<file path="config.mk">
export PLATFORM = sky130hd
export DESIGN_NAME = vec_irq_ctrl
export DESIGN_NICKNAME = d
export VERILOG_FILES = /design/src/rtl/vic_pkg.sv /design/src/rtl/vic_tick.sv /design/src/rtl/vic_pin.sv /design/src/rtl/vic_arbiter.sv /design/src/rtl/vec_irq_ctrl.sv
export SDC_FILE = /design/constraint.sdc
export NUM_CORES = 1
export LEC_CHECK = 0
export BUFFER_PORTS_ARGS = -buffer_cell sky130_fd_sc_hd__buf_2
export CORE_MARGIN = 4
export CORE_UTILIZATION = 50
export CTS_CLUSTER_SIZE = 10
export DETAILED_ROUTE_END_ITERATION = 10
export HOLD_SLACK_MARGIN = 0.05
export PLACE_DENSITY = 0.83
export SETUP_SLACK_MARGIN = 0.05
export SYNTH_ARGS = -nofsm -noshare
export SYNTH_HDL_FRONTEND = slang
export SYNTH_HIERARCHICAL = 1
export SYNTH_SLANG_ARGS = --single-unit
</file>
<file path="constraint.sdc">
create_clock -name clk -period 2.6 [get_ports clk]
set_clock_uncertainty 0.15 [all_clocks]
set_input_delay 0.65 -clock clk [delete_from_list [all_inputs] [get_ports clk]]
set_output_delay 0.65 -clock clk [all_outputs]
set_load 0.01 [all_outputs]
</file>
<file path="src/rtl/vic_pkg.sv">
package vic_pkg;

    localparam int NUM_SRC = 6;
    localparam logic [15:0] VEC_BASE = 16'h0003;
    localparam int VEC_STEP = 8;

    typedef enum logic [2:0] {
        SRC_PIN0 = 3'd0,
        SRC_TM0  = 3'd1,
        SRC_PIN1 = 3'd2,
        SRC_TM1  = 3'd3,
        SRC_SER  = 3'd4,
        SRC_TM2  = 3'd5,
        SRC_NONE = 3'd7
    } src_e;

    typedef struct packed {
        logic ea;
        logic rsvd;
        logic en_tm2;
        logic en_ser;
        logic en_tm1;
        logic en_pin1;
        logic en_tm0;
        logic en_pin0;
    } mask_reg_t;

    typedef struct packed {
        logic valid;
        src_e src;
    } pick_t;

    function automatic pick_t pick_first(input logic [NUM_SRC-1:0] pend);
        pick_t p;
        p.valid = 1'b0;
        p.src   = SRC_NONE;
        for (int i = NUM_SRC - 1; i >= 0; i--) begin
            if (pend[i]) begin
                p.valid = 1'b1;
                p.src   = src_e'(i[2:0]);
            end
        end
        return p;
    endfunction

    function automatic logic [15:0] vec_of(input src_e s);
        logic [15:0] idx;
        idx = {13'd0, s};
        return VEC_BASE + idx * VEC_STEP;
    endfunction

    function automatic mask_reg_t mask_from_byte(input logic [7:0] b);
        mask_reg_t m;
        m      = mask_reg_t'(b);
        m.rsvd = 1'b0;
        return m;
    endfunction

endpackage

</file>
<file path="src/rtl/vic_tick.sv">
module vic_tick #(
    parameter int DIV = 12
) (
    input  logic clk,
    input  logic rst,
    output logic tick
);
    localparam int CW = (DIV > 1) ? $clog2(DIV) : 1;
    localparam logic [CW-1:0] LAST = CW'(DIV - 1);

    logic [CW-1:0] cnt_q;

    always_ff @(posedge clk) begin
        if (rst) begin
            cnt_q <= '0;
        end else if (cnt_q == LAST) begin
            cnt_q <= '0;
        end else begin
            cnt_q <= cnt_q + 1'b1;
        end
    end

    assign tick = (cnt_q == LAST);
endmodule

</file>
<file path="src/rtl/vic_pin.sv">
module vic_pin #(
    parameter int SYNC_STAGES = 2
) (
    input  logic clk,
    input  logic rst,
    input  logic tick,
    input  logic pin_n,
    input  logic edge_mode,
    input  logic sw_we,
    input  logic sw_val,
    input  logic hw_clr,
    output logic flag
);
    logic [SYNC_STAGES-1:0] sync_q;
    logic                   last_q;
    logic                   flag_q;
    logic                   now_s;
    logic                   set_c;

    generate
        if (SYNC_STAGES == 1) begin : g_one
            always_ff @(posedge clk) begin
                if (rst) sync_q <= '1;
                else     sync_q <= pin_n;
            end
        end else begin : g_many
            always_ff @(posedge clk) begin
                if (rst) sync_q <= '1;
                else     sync_q <= {sync_q[SYNC_STAGES-2:0], pin_n};
            end
        end
    endgenerate

    assign now_s = sync_q[SYNC_STAGES-1];

    always_ff @(posedge clk) begin
        if (rst) begin
            last_q <= 1'b1;
        end else if (tick) begin
            last_q <= now_s;
        end
    end

    always_comb begin
        if (!tick) begin
            set_c = 1'b0;
        end else if (edge_mode) begin
            set_c = last_q & ~now_s;
        end else begin
            set_c = ~now_s;
        end
    end

    always_ff @(posedge clk) begin
        if (rst) begin
            flag_q <= 1'b0;
        end else if (set_c) begin
            flag_q <= 1'b1;
        end else if (hw_clr) begin
            flag_q <= 1'b0;
        end else if (sw_we) begin
            flag_q <= sw_val;
        end
    end

    assign flag = flag_q;
endmodule

</file>
<file path="src/rtl/vic_arbiter.sv">
module vic_arbiter
    import vic_pkg::*;
(
    input  logic [NUM_SRC-1:0] pend,
    output pick_t              pick,
    output logic [15:0]        vec
);
    always_comb begin
        pick = pick_first(pend);
        vec  = pick.valid ? vec_of(pick.src) : 16'h0000;
    end
endmodule

</file>
<file path="src/rtl/vec_irq_ctrl.sv">
module vec_irq_ctrl
    import vic_pkg::*;
#(
    parameter logic [7:0]  MASK_ADDR   = 8'hA8,
    parameter logic [7:0]  CTL_ADDR    = 8'h88,
    parameter logic [15:0] ISP_ENTRY   = 16'hF800,
    parameter int          CLK_PER_MC  = 12,
    parameter int          SYNC_STAGES = 2
) (
    input  logic        clk,
    input  logic        rst,
    input  logic [7:0]  sfr_addr,
    input  logic        sfr_we,
    input  logic [7:0]  sfr_wdata,
    output logic [7:0]  sfr_rdata,
    input  logic        pin0_n,
    input  logic        pin1_n,
    input  logic        t0_ovf,
    input  logic        t1_ovf,
    input  logic        t2_ovf,
    input  logic        t2_ext,
    input  logic        rx_flag,
    input  logic        tx_flag,
    output logic        t0_clr,
    output logic        t1_clr,
    input  logic        irq_ack,
    output logic        irq_req,
    output logic [15:0] irq_vec,
    input  logic [7:0]  code_byte0,
    output logic [15:0] boot_addr
);
    localparam int NPIN = 2;

    mask_reg_t           mask_q;
    logic [NPIN-1:0]     mode_q;
    logic [NPIN-1:0]     pin_flag;
    logic [NPIN-1:0]     pin_in;
    logic [NPIN-1:0]     pin_clr;
    logic [NPIN-1:0]     sw_bit;
    logic                tick;
    logic                mask_we;
    logic                ctl_we;
    logic                take;
    logic                req_q;
    logic [15:0]         vec_q;
    logic                t0_clr_q;
    logic                t1_clr_q;
    logic [15:0]         boot_q;
    logic [NUM_SRC-1:0]  pend;
    logic [NUM_SRC-1:0]  mask_vec;
    logic [NUM_SRC-1:0]  armed;
    pick_t               pick;
    logic [15:0]         pick_vec;

    assign mask_we = sfr_we && (sfr_addr == MASK_ADDR);
    assign ctl_we  = sfr_we && (sfr_addr == CTL_ADDR);
    assign take    = irq_ack && req_q;

    assign pin_in = {pin1_n, pin0_n};
    assign sw_bit = {sfr_wdata[3], sfr_wdata[1]};

    vic_tick #(.DIV(CLK_PER_MC)) tick_i (
        .clk  (clk),
        .rst  (rst),
        .tick (tick)
    );

    genvar gi;
    generate
        for (gi = 0; gi < NPIN; gi++) begin : g_pin
            localparam src_e MY_SRC = (gi == 0) ? SRC_PIN0 : SRC_PIN1;
            assign pin_clr[gi] = take && pick.valid && (pick.src == MY_SRC) && mode_q[gi];

            vic_pin #(.SYNC_STAGES(SYNC_STAGES)) pin_i (
                .clk       (clk),
                .rst       (rst),
                .tick      (tick),
                .pin_n     (pin_in[gi]),
                .edge_mode (mode_q[gi]),
                .sw_we     (ctl_we),
                .sw_val    (sw_bit[gi]),
                .hw_clr    (pin_clr[gi]),
                .flag      (pin_flag[gi])
            );
        end
    endgenerate

    always_ff @(posedge clk) begin
        if (rst) begin
            mask_q <= '0;
            mode_q <= '0;
        end else begin
            if (mask_we) mask_q <= mask_from_byte(sfr_wdata);
            if (ctl_we)  mode_q <= {sfr_wdata[2], sfr_wdata[0]};
        end
    end

    always_comb begin
        pend = '0;
        pend[SRC_PIN0] = pin_flag[0];
        pend[SRC_TM0]  = t0_ovf & ~t0_clr_q;
        pend[SRC_PIN1] = pin_flag[1];
        pend[SRC_TM1]  = t1_ovf & ~t1_clr_q;
        pend[SRC_SER]  = rx_flag | tx_flag;
        pend[SRC_TM2]  = t2_ovf | t2_ext;

        mask_vec = '0;
        mask_vec[SRC_PIN0] = mask_q.en_pin0;
        mask_vec[SRC_TM0]  = mask_q.en_tm0;
        mask_vec[SRC_PIN1] = mask_q.en_pin1;
        mask_vec[SRC_TM1]  = mask_q.en_tm1;
        mask_vec[SRC_SER]  = mask_q.en_ser;
        mask_vec[SRC_TM2]  = mask_q.en_tm2;

        armed = mask_q.ea ? (pend & mask_vec) : '0;
    end

    vic_arbiter arb_i (
        .pend (armed),
        .pick (pick),
        .vec  (pick_vec)
    );

    always_ff @(posedge clk) begin
        if (rst) begin
            req_q    <= 1'b0;
            vec_q    <= 16'h0000;
            t0_clr_q <= 1'b0;
            t1_clr_q <= 1'b0;
        end else begin
            req_q    <= pick.valid && !take;
            t0_clr_q <= take && pick.valid && (pick.src == SRC_TM0);
            t1_clr_q <= take && pick.valid && (pick.src == SRC_TM1);
            if (take && pick.valid) vec_q <= pick_vec;
        end
    end

    always_ff @(posedge clk) begin
        if (rst) begin
            boot_q <= (code_byte0 == 8'hFF) ? ISP_ENTRY : 16'h0000;
        end
    end

    always_comb begin
        if (sfr_addr == MASK_ADDR) begin
            sfr_rdata = mask_q;
        end else if (sfr_addr == CTL_ADDR) begin
            sfr_rdata = {4'b0000, pin_flag[1], mode_q[1], pin_flag[0], mode_q[0]};
        end else begin
            sfr_rdata = 8'h00;
        end
    end

    assign irq_req   = req_q;
    assign irq_vec   = vec_q;
    assign t0_clr    = t0_clr_q;
    assign t1_clr    = t1_clr_q;
    assign boot_addr = boot_q;
endmodule

</file>
==> results of run 1 <==
## logic make-up after synthesis
family                     count (synthesis)  share of synthesized area
AOI/OAI and AO/OA                         28                     0.0888
muxes                                     15                     0.0757
adders and majority gates                  1                    0.00592
other                                      2                    0.00355
and+or+nand+nor                          108                      0.311
buffers and inverters                     39                      0.122
DFF                                       41                      0.393
## per-layer routing
| layer | track usage | vias up | part of all wire |
|---|---|---|---|
| met5 | 0 | - | 0 |
| met4 | 0.0492 | 0 | 0.012 |
| met3 | 0.0537 | 6 | 0.081 |
| met2 | 0.303 | 51 | 0.51 |
| met1 | 0.194 | 793 | 0.40 |
| li1 | - | 875 | - |
## critical path, cell delays in order
cell	delay, ns
buf_2	0.11
nor4b_4	0.36
nand2_1	0.19
nor2_1	0.13
buf_2	0.13
## power breakdown
group          internal, W  switching (W)  leakage, nW   total, W
registers         0.000638     0.00000511        0.333   0.000643
clock network     0.000279       0.000210       0.0540   0.000489
logic            0.0000412      0.0000453        0.817  0.0000865
total             0.000958       0.000260         1.20    0.00122
## registers in the layout, summed over array words and instances (netlist names)
| name | cells |
|---|---|
| boot_addr | 1 |
| irq_vec | 16 |
| g_pin.pin_i/sync_q | 4 |
| mask_q | 7 |
| tick_i/cnt_q | 4 |
| t1_clr | 1 |
| mode_q | 2 |
| g_pin.pin_i/last_q | 2 |
| g_pin.pin_i/flag | 2 |
| t0_clr | 1 |
| irq_req | 1 |
## through the flow
stage / power [W] / hold slack (ns) / cell area (sq um) / worst slack (ns) / util
floorplan: 0.000730 / 0.239 / 2190 / 0.313 / -
global placement: 0.000739 / 0.243 / 2370 / 0.150 / 0.584
detailed placement: 0.000743 / 0.245 / 2370 / 0.124 / 0.584
CTS: 0.00123 / 0.261 / 2470 / 0.126 / 0.609
global route: 0.00127 / 0.272 / 2490 / 0.132 / 0.615
finish: 0.00122 / 0.259 / 2490 / 0.229 / 0.615
## placed cells by master (no fill, tap or decap), types with 3 or more instances in the layout
cell	count
buf_2	65
dfxtp_1	40
nand2_1	35
conb_1	23
nand2b_1	21
a21oi_1	17
mux2i_1	13
nor2_1	10
buf_4	8
clkbuf_8	5
and3_1	4
or2_2	4
and3_2	3
nor4_1	3
nor3b_1	3
nor2b_1	3
## final cells by class
cell class / instances / area, sq um
fillers: 359 / 1560
multi-input cells: 175 / 1100
clock buffers: 5 / 68.8
well taps: 50 / 62.6
inverters: 2 / 7.51
flip-flops and latches: 41 / 831
clock inverters: 2 / 35.0
repair buffers: 73 / 385
## final timing paths
| kind | start | end | slack (ns) | cells past startpoint |
|---|---|---|---|---|
| min reg2reg | g_pin[0].pin_i/sync_q[0]$_SDFF_PP1_ | g_pin[0].pin_i/sync_q[1]$_SDFF_PP1_ | 0.26 | 1 |
| min | g_pin[0].pin_i/sync_q[0]$_SDFF_PP1_ | g_pin[0].pin_i/sync_q[1]$_SDFF_PP1_ | 0.26 | 1 |
| max | sfr_addr[2] | sfr_rdata[0] | 0.23 | 5 |
| max reg2reg | mask_q[7]$_SDFFE_PP0P_ | g_pin[0].pin_i/flag$_SDFFE_PP0P_ | 0.49 | 7 |
==> metrics, run 1 <==
Post-Syn Area per Cell 9.04 sq um; maximum VDD drop 0.359 mV; Yosys reg bits 41; Placer Congestion 0.742; initial DRC count 79; Clock Path Buffers 2; Post-CTS Setup Inserts 0; Tot GR Track Use 0.170; placed cells 338; Die Wd 73.0 um; area of the mapped netlist 0.00211 sq mm; TritonCTS clock tree yes; initial antenna violation count 0; CTS Hold Bufs 0; Synth area leader dfxtp_1; Worst Tran Pin Value 0.568 ns; Avg Vias per Cell 4.96; Routed WL per cell 12.4 um; hpwl dp 3250 um; Ant. Diodes 0; Inserted Clock Buffers 5; vias post-DR 1725; top cells by area, synth dfxtp_1 (38%), buf_4 (10%), nand2_1 (6.2%), nand2b_1 (6.2%), mux2i_1 (6.2%); Synth Instances 234; status finished clean; Die ar. 0.00533 sq mm; ys flop type dfxtp_1; f_max 0.422 GHz; Die Y 73.0 um; Setup crit start kind input port; GRT overflow 0; critical path data required time 1.80 ns; Worst EP arrival 1.57 ns; H-tree level count 2; Final Hold Fails 0; post-route ant nets 0; DRC violations left 0; register area share after synthesis 0.393; Starting Density 0.521; leak pwr 1.20 nW; Area Growth Syn to Fin 18.0%; unrepaired setup endpoints after global routing no; Crit. End Element primary output; pwr dens 488 mW/mm^2; Hold WC Path Type reg2reg; Total Routed Length 4310 um; most common cell in the synthesized netlist dfxtp_1; core area 0.00406 sq mm; slew margin rel. 0.622; Unique masters post-synth 43; post_cts resized 0; # IOs 79; vias in the first global route 1640; first-pass GRT wire length 7170 um; share of the synthesized area in the top cell type 0.379; CP Class in2out; Async S/R FF share, synth 0; Clock transition at path regs 0.07 ns; Final nets 335; crit-path max FO 5; maxcap violations 0; max-slew violations 0; EDFF count, synth 1; Setup violations, final 0; Sum Neg Setup Slack 0 ns; CTS root buffer clkbuf_8; # rows 23; drt first pass iters 4; share of cells above drive strength 1 0.326; clk_lat worst skew 0.30 ns; port bufs 65; fin crit share 0.912; pin count of the biggest net entering global routing 38; clk sinks 41; Post-Layout Cell Count 348; minimum clock period 2.37 ns; synth warn 6; Post-synth top cells dfxtp_1 (40), nand2_1 (35), buf_4 (29)
Note: power is estimated with default switching activity, not from simulation.
==> run 2: changes to the inputs <==
--- a/config.mk
+++ b/config.mk
@@ -6,7 +6,6 @@
 export NUM_CORES = 1
 export LEC_CHECK = 0
 export BUFFER_PORTS_ARGS = -buffer_cell sky130_fd_sc_hd__buf_2
-export CORE_MARGIN = 4
 export CORE_UTILIZATION = 50
 export CTS_CLUSTER_SIZE = 10
 export DETAILED_ROUTE_END_ITERATION = 10
==> constraint.sdc (replaced) <==
create_clock -name clk -period 2.2 [get_ports clk]
set_clock_uncertainty 0.15 [all_clocks]
set_input_delay 0.55 -clock clk [delete_from_list [all_inputs] [get_ports clk]]
set_output_delay 0.55 -clock clk [all_outputs]
set_load 0.01 [all_outputs]
==> run 2 against run 1 <==
Utilization grew 0.84 points. Via count shrank 0.99%. Sequential share of layout area fell by 0.17 points. Clock power rose by 3%. Cell area increased by 0.65%. Cell count rose by 0.29%. Hold slack gained 0.00094 ns.
==> metrics, run 2 (synthesis gave the netlist of run 1 again) <==
Post-Layout Cell Count 349; Largest register FFs 16; maximum VDD drop 0.485 mV; slowest CP cell nor4b_4; maxcap violations 0; DRC violations left 0; initial antenna violation count 0; # rows 23; Inserted Clock Buffers 5; CTS root buffer clkbuf_8; Avg Vias per Cell 4.89; Die Y 67.0 um; port bufs 65; H-tree level count 2; pwr dens 544 mW/mm^2; most used cell, CP buf_2; Area Growth Syn to Fin 18.8%; Worst EP arrival 1.39 ns; Reg area 832 sq um; share of cells above drive strength 1 0.355; post-route ant nets 0; Starting Density 0.525; CTS Hold Bufs 0; Clock transition at path regs 0.07 ns; Layout fillers 353; Final Hold Fails 0; final instance area 0.00251 sq mm; TritonCTS clock tree yes; critical path data required time 1.50 ns; minimum clock period 2.09 ns; drt first pass iters 4; # IOs 79; max-slew violations 0; status finished clean; CP Class in2out; Tot GR Track Use 0.191; Die Wd 67.0 um; most frequent cells in the layout buf_2 (65), dfxtp_1 (39), nand2_1 (34); final core occ 0.623; unrepaired setup endpoints after global routing no; commonest non-fill, non-tap cell in the layout buf_2; Ant. Diodes 0; Hold WC Path Type reg2reg; Die ar. 0.00449 sq mm; Worst Tran Pin Value 0.782 ns; leak pwr 1.21 nW; Setup violations, final 0; Total Routed Length 4010 um; clk_lat worst skew 0.29 ns; fin crit share 0.948; Routed WL per cell 11.5 um; placed cells 340; Slowest Stage Delay on Critical Path 0.26 ns; f_max 0.479 GHz; first-pass GRT wire length 6380 um; Setup crit start kind input port; vias in the first global route 1542; Final nets 335; vias post-DR 1708; core area 0.00403 sq mm; slew margin rel. 0.479; FF-to-FF setup slack 0.22 ns; DP Area 0.00238 sq mm; clk sinks 41; crit-path max FO 5; Crit. End Element primary output; Placer Congestion 0.752; pin count of the biggest net entering global routing 51; Clock Path Buffers 2; hpwl dp 2980 um; GRT overflow 0; area occupied by multi-input gates 0.00113 sq mm; crit-path cells buf_2 > nor4b_4 > buf_4 > nand2_4 > nor2_1 > buf_2; initial DRC count 80
[run 2: changes by cell type in the layout (fill, tap and decap cells not counted), moves of 2 or more]
cell | previous run | this run
and4b_2 | 0 | 2
and4b_1 | 2 | 0
nor2_1 | 10 | 8
nor2_2 | 0 | 2
[run 2: where the power goes]
part           switching, W  internal (W)
clock network      0.000250      0.000254
registers        0.00000577      0.000754
logic             0.0000546     0.0000497
total              0.000310       0.00106
[run 2: cell type report]
type / count / share of cell area
multi-input cells: 175 / 0.449
flip-flops and latches: 41 / 0.331
repair buffers: 73 / 0.153
clock buffers: 6 / 0.0329
well taps: 50 / 0.0249
clock inverters: 2 / 0.00548
inverters: 2 / 0.00299
[run 2: critical path: cells and delay by family]
family,cells,cell delay [ns]
buffers and inverters,3,0.41
AND/OR/NAND/NOR,3,0.42
[run 2: what timing repair did]
action	in CTS	in global routing
hold endpoints to repair	0	0
gates resized for setup	0	9
pin swaps	0	2
endpoints found under the setup margin	1	24
setup buffers	1	0
[run 2: final timing paths]
check | startpoint | cells past startpoint | endpoint
hold reg to reg | g_pin[0].pin_i/sync_q[0]$_SDFF_PP1_ | 1 | g_pin[0].pin_i/sync_q[1]$_SDFF_PP1_
setup / recovery | sfr_addr[1] | 6 | sfr_rdata[1]
hold / removal | g_pin[0].pin_i/sync_q[0]$_SDFF_PP1_ | 1 | g_pin[0].pin_i/sync_q[1]$_SDFF_PP1_
setup reg to reg | mask_q[7]$_SDFFE_PP0P_ | 7 | irq_vec[9]$_SDFFE_PP0N_
[run 2: routing by layer]
| metal | up-vias | share of wire | track usage |
|---|---|---|---|
| met4 | 0 | 0.011 | 0.0745 |
| met2 | 49 | 0.52 | 0.360 |
| li1 | 875 | - | - |
| met3 | 5 | 0.053 | 0.0377 |
| met5 | - | 0 | 0 |
| met1 | 779 | 0.41 | 0.203 |
[run 2: per-stage QoR]
step | TNS, ns | worst slack, ns | hold slack, ns | power (W)
floorplan | 0 | 0.0566 | 0.239 | 0.000862
global placement | 0 | 0.0458 | 0.243 | 0.000876
detailed placement | -0.0127 | -0.00732 | 0.242 | 0.000879
CTS | 0 | 0.0658 | 0.261 | 0.00138
global route | 0 | 0.0463 | 0.278 | 0.00143
finish | 0 | 0.114 | 0.260 | 0.00137
